--- src/rtl/psr_pkg.sv ---
// Package: shared types for the parallel/serial shift register.
// Assumes: nothing beyond IEEE 1800-2017.
package psr_pkg;

    // Per-edge action applied to every stage.
    typedef enum logic [1:0] {
        PSR_HOLD  = 2'd0,
        PSR_LOAD  = 2'd1,
        PSR_SHIFT = 2'd2
    } psr_op_e;

endpackage

--- src/rtl/psr_ctrl.sv ---
// Module: psr_ctrl
// Decodes the inhibit and mode inputs into one action per edge.
// Assumes: inputs are synchronous to the register clock; inhibit wins over mode.
module psr_ctrl
    import psr_pkg::*;
(
    input  logic    clk_inh,
    input  logic    shift_nload,
    output psr_op_e op
);

    // Purpose: select hold, load or shift for the coming edge.
    always_comb begin
        if (clk_inh) begin
            op = PSR_HOLD;
        end else if (shift_nload) begin
            op = PSR_SHIFT;
        end else begin
            op = PSR_LOAD;
        end
    end

endmodule

--- src/rtl/psr_stage.sv ---
// Module: psr_stage
// One storage bit: holds, loads its parallel bit or takes its shift source.
// Assumes: clr_n is asynchronous and active low; op is stable at the edge.
module psr_stage
    import psr_pkg::*;
(
    input  logic    clk,
    input  logic    clr_n,
    input  psr_op_e op,
    input  logic    load_bit,
    input  logic    shift_bit,
    output logic    q
);

    // Purpose: update the bit on the rising edge, clear it at once on clr_n.
    always_ff @(posedge clk or negedge clr_n) begin
        if (!clr_n) begin
            q <= 1'b0;
        end else begin
            case (op)
                PSR_LOAD:  q <= load_bit;
                PSR_SHIFT: q <= shift_bit;
                default:   q <= q;
            endcase
        end
    end

endmodule

--- src/rtl/psr_shift_reg.sv ---
// Module: psr_shift_reg (top)
// WIDTH-stage register, loaded in parallel or serially. Only the last stage
// is the output. The inhibit input is a synchronous clock enable.
// Assumes: one free-running clock; clr_n released away from a clock edge.
module psr_shift_reg #(
    parameter int WIDTH = 8
) (
    input  logic             clk,
    input  logic             clr_n,
    input  logic             clk_inh,
    input  logic             shift_nload,
    input  logic             ser_in,
    input  logic [WIDTH-1:0] par_in,
    output logic             ser_out,
    output logic [WIDTH-1:0] stages_dbg
);
    import psr_pkg::*;

    localparam int LAST = WIDTH - 1;

    psr_op_e          op;
    logic [WIDTH-1:0] q;
    logic [WIDTH-1:0] shift_src;

    psr_ctrl u_ctrl (
        .clk_inh     (clk_inh),
        .shift_nload (shift_nload),
        .op          (op)
    );

    // One stage per bit. Stage 0 is fed from ser_in, the others from their neighbour.
    for (genvar i = 0; i < WIDTH; i++) begin : g_stage
        if (i == 0) begin : g_head
            assign shift_src[i] = ser_in;
        end else begin : g_body
            assign shift_src[i] = q[i-1];
        end

        psr_stage u_stage (
            .clk       (clk),
            .clr_n     (clr_n),
            .op        (op),
            .load_bit  (par_in[i]),
            .shift_bit (shift_src[i]),
            .q         (q[i])
        );
    end

    assign ser_out    = q[LAST];
    assign stages_dbg = q;

endmodule

--- config.mk ---
export PLATFORM = sky130hd
export DESIGN_NAME = psr_shift_reg
export DESIGN_NICKNAME = d
export VERILOG_FILES = /design/src/rtl/psr_pkg.sv /design/src/rtl/psr_ctrl.sv /design/src/rtl/psr_stage.sv /design/src/rtl/psr_shift_reg.sv
export SDC_FILE = /design/constraint.sdc
export NUM_CORES = 1
export LEC_CHECK = 0
export BUFFER_PORTS_ARGS = -buffer_cell sky130_fd_sc_hd__buf_2
export CAP_MARGIN = 15
export CORE_AREA = 8 8 45 47
export CTS_BUF_LIST = sky130_fd_sc_hd__clkbuf_2
export CTS_CLUSTER_SIZE = 28
export DETAILED_ROUTE_END_ITERATION = 10
export DIE_AREA = 0 0 53 55
export PLACE_DENSITY_LB_ADDON = 0.3
export SLEW_MARGIN = 15
export SYNTH_ARGS = -nofsm -noshare
export SYNTH_HDL_FRONTEND = slang
export SYNTH_SLANG_ARGS = --single-unit
--- constraint.sdc ---
create_clock -name clk -period 1.45 [get_ports clk]
set_input_delay 0.145 -clock clk [delete_from_list [all_inputs] [get_ports clk]]
set_output_delay 0.145 -clock clk [all_outputs]
set_load 0.1 [all_outputs]
== Word level (Yosys, flattened, before mapping) ==
Index checks and enable logic that the tools add are counted.
Cells by class
  equality and inequality tests: 2
  mux-type cells: 10
  reductions and logical operators: 1
Operators by type and width (number)
  $pmux 1 s2: 8
  $mux 2: 2
  $eq 2x1->1 const B: 1
  $eq 2x2->1 const B: 1
  $reduce_bool 2->1: 1
Word-level totals
  register bits: 8
  input bits: 13
  output and inout bits: 9

== Depth between registers and ports, before layout ==
  depth after elaboration: 4
  mapped depth: 3
  depth with buffers taken out: 2

== Modules after synthesis ==
From an unflattened synthesis, not the netlist that was laid out.
Second synthesis, totals
  cells, all modules: 51
  area total of the unflattened synthesis: 500.5 um2
Modules (own cells, without submodules)
  psr_stage: instances 8, cells an instance 6, area an instance 60.1 um2, seq. area each 25.0 um2
  psr_ctrl: instances 1, cells an instance 2, area an instance 12.5 um2, seq. area each 0.0 um2
  psr_shift_reg: instances 1, cells an instance 1, area an instance 7.5 um2, seq. area each 0.0 um2

== Least setup slack after synthesis ==
Ideal clock, no wire load.
  path kind: reg2out
  start: reg g_stage[7].u_stage.q
  end: out stages_dbg[7]
  arrival time: 1.340 ns
  required time: 1.305 ns
  setup slack: -0.035 ns
  cell stages (with the launch flop): 2
  path buffers: 1
  cell sequence: dfrtp_1 buf_4
RTL lines
  start, declared: RTL line psr_stage.sv:12  | output logic q
  start signal, assigned: RTL line psr_stage.sv:21  | PSR_LOAD: q <= load_bit;
  start signal, assigned: RTL line psr_stage.sv:22  | PSR_SHIFT: q <= shift_bit;
  start signal, assigned: RTL line psr_stage.sv:23  | default: q <= q;
  end, declared: RTL line psr_shift_reg.sv:15  | output logic [WIDTH-1:0] stages_dbg
No word-level cell between the ends.

== Worst setup path after layout ==
  start: reg g_stage[2].u_stage.q
  end: out stages_dbg[2]
RTL lines (RTL line)
  start, declared: psr_stage.sv:12
  start signal, assigned: psr_stage.sv:21
  start signal, assigned: psr_stage.sv:22
  start signal, assigned: psr_stage.sv:23
No word-level cell between the ends.

==> impl_metrics.env <==
export IMPL_ios=22
export IMPL_whs_ps=175.5
export IMPL_drv_cap=0
export IMPL_synthCells=42
export IMPL_io_buffer_count=21
export IMPL_synth_fp_nets=55
export IMPL_cts_path_max_buffers=2
export IMPL_rsz0062_at_grt="no"
export IMPL_clk_latency_ps=230
export IMPL_drt_initial_drc_count=3
export IMPL_ys_top_cells_by_count="8 x buf_4, 8 x dfrtp_1, 8 x mux2i_1, 8 x nand2_1, 8 x o21ai_1"
export IMPL_ys_flop_type="dfrtp_1"
export IMPL_status="complete, no violations"
export IMPL_cts_sinks=8
export IMPL_leakage_nw=0.2772
export IMPL_yosysTopAreaCell="dfrtp_1"
export IMPL_ys_top_cells_by_area="dfrtp_1 46%, mux2i_1 18%, buf_4 14%"
export IMPL_post_route_util_pct=36.62
export IMPL_clock_skew_ps=0.9983
export IMPL_cts_clk_slew_worst_paths_ps=80
export IMPL_relSlewSlack_pct=67.42
export IMPL_post_synth_top_area_fraction_pct=46.24
export IMPL_cts_tree="done"
export IMPL_r2r_start="g_stage[4].u_stage.q"
export IMPL_largest_register_ffs=8
export IMPL_dp_cells=69
export IMPL_diodes=0
export IMPL_grt_pass1_vias=328
export IMPL_crit_type="flop to primary output"
export IMPL_hold_depth=3
export IMPL_gp_congestion=0.6672
export IMPL_drc_errors=0
export IMPL_syn_to_final_growth_pct=17.05
export IMPL_yosysUniqueCellTypes=6
export IMPL_hold_viol=0
export IMPL_whs_endpoint="g_stage[6].u_stage.q"
export IMPL_wl_um=910
export IMPL_critPathLaunchType="flop"
export IMPL_h_tree_depth=1
export IMPL_powerDensity_nw_per_um2=1515
export IMPL_critPathCaptureType="primary output"
export IMPL_worst_path_max_delay_cell="buf_2"
export IMPL_wl_per_cell_um=12.30
export IMPL_worst_path_max_fanout=3
export IMPL_grt_pass1_wl_um=1407
export IMPL_rows=14
export IMPL_wl_met2_um=396
export IMPL_maxSlewViolCount=0
export IMPL_antenna_found_initial=0
export IMPL_path_buf_inv=1
export IMPL_firstDrtPassIters=4
export IMPL_layout_cells_non_filler=74
export IMPL_worst_pin_slew_ps=492.1
export IMPL_cpLargestDelayFamily="buffers and inverters"
export IMPL_numCtsBuffers=3
export IMPL_die_area_sq_um=2915
export IMPL_syn_area_per_cell_sq_um=10.31
export IMPL_core_sq_um=1384
export IMPL_ys_seq_area_share_pct=46.24
export IMPL_yosysWarnings=0
export IMPL_hold_class="input pin to flop"
export IMPL_vias=329
export IMPL_die_x_um=53
export IMPL_fill_cells=158
export IMPL_routed_top_layer="met4"
export IMPL_min_period_over_period_pct=81.90
export IMPL_post_cts_buffers=0
export IMPL_required_ps=1310
export IMPL_fmax_ghz=0.8420
export IMPL_start_util_pct=31.28
export IMPL_r2r_slack_ps=700
export IMPL_track_usage_pct=6.498
export IMPL_cp_cell_sequence="buf_2"
export IMPL_grt_max_degree=17
export IMPL_ant_nets=0
export IMPL_fin_crit_ps=1188
export IMPL_die_y_um=55
export IMPL_ir_drop_v=0.0004354
export IMPL_syn_area_sq_um=432.9
export IMPL_top_regs="g_stage.u_stage.q: 8 flops"
export IMPL_globalRouteOverflowTotal=0
export IMPL_cts_root_buf="clkbuf_2"
export IMPL_fin_nets=72
export IMPL_r2r_end="g_stage[5].u_stage.q"
export IMPL_wl_met1_um=395
export IMPL_max_flop_register="g_stage.u_stage.q"
export IMPL_drive_above_1_share_pct=44.83
export IMPL_tns_ps=0
export IMPL_cp_slowest_stage_delay_ps=430
export IMPL_ys_ff_latch=8
export IMPL_setup_viol=0
export IMPL_synth_edf_count=0
export IMPL_synth_async_sr_flop_share_pct=100.0
export IMPL_min_from="par_in[6]"
export IMPL_wl_met3_um=111
export IMPL_reg2reg_depth=2
export IMPL_routed_via_density=4.446
export IMPL_crit_arrival_ps=1040
[metal layers]
metal  track usage [%]  up-vias
met5                 0        -
met4             3.879        0
met3             3.209        2
met2             9.766       14
met1             7.298      147
li1                  -      166
[final cells by class]
type / instances / area (sq um) / area share [%]
repair buffers: 22 / 115.1 / 22.72
multi-input cells: 24 / 150.1 / 29.63
clock buffers: 4 / 20.02 / 3.951
well taps: 16 / 20.02 / 3.951
flip-flops and latches: 8 / 201.4 / 39.75
[kinds of logic (layout without fill, tap and decap cells)]
logic type | count (synthesis) | after routing | synth area share (%)
buffers and inverters | 10 | 26 | 19.08
and+or+nand+nor | 8 | 8 | 6.937
DFF | 8 | 8 | 46.24
muxes | 8 | 8 | 18.50
AOI/OAI and AO/OA | 8 | 8 | 9.249
[what timing repair did]
action,in CTS,in global routing
gates resized for setup,0,0
hold buffers,1,0
hold endpoints to repair,8,0
[per-stage QoR]
stage / instance area [sq um] / worst slack, ps / power, W
3_5_place_dp: 476.7 / 515.6 / 0.0006222
2_1_floorplan: 434.2 / 258.9 / 0.0006029
5_1_grt: 506.7 / 196.1 / 0.0008095
4_1_cts: 506.7 / 239.7 / 0.0007807
3_3_place_gp: 476.7 / 517.7 / 0.0006198
6_report: 506.7 / 262.4 / 0.0007679
[cell usage in the layout (no fill, tap or decap)]
| cell type | synthesis | layout |
|---|---|---|
| o21ai_1 | 8 | 8 |
| dlygate4sd3_1 | 0 | 1 |
| nand2_1 | 8 | 8 |
| dfrtp_1 | 8 | 7 |
| dfrtp_2 | 0 | 1 |
| clkbuf_2 | 0 | 4 |
| mux2i_1 | 8 | 8 |
| buf_2 | 0 | 21 |
[where the power goes]
part	internal, W	leakage [nW]	switching [W]
clock network	0.0000734	0.0166	0.0000793
registers	0.000252	0.0979	0.0000183
logic	0.0000577	0.163	0.000288
[worst reg2reg max path, stage by stage, from the launching register on]
cell and delay [ps]:
dfrtp_1 400, mux2i_1 160, o21ai_1 80
[worst max-delay path by stage]
stage                    endpoint                 start  slack (ps)  cells past startpoint
floorplan           stages_dbg[7]  g_stage[7].u_stage.q         260                      1
global placement    stages_dbg[2]  g_stage[2].u_stage.q         520                      1
detailed placement  stages_dbg[2]  g_stage[2].u_stage.q         520                      1
CTS                 stages_dbg[5]  g_stage[5].u_stage.q         240                      1
global route        stages_dbg[6]  g_stage[6].u_stage.q         200                      1
finish              stages_dbg[2]  g_stage[2].u_stage.q         260                      1
No activity file was read; power rests on OpenSTA's default activity.
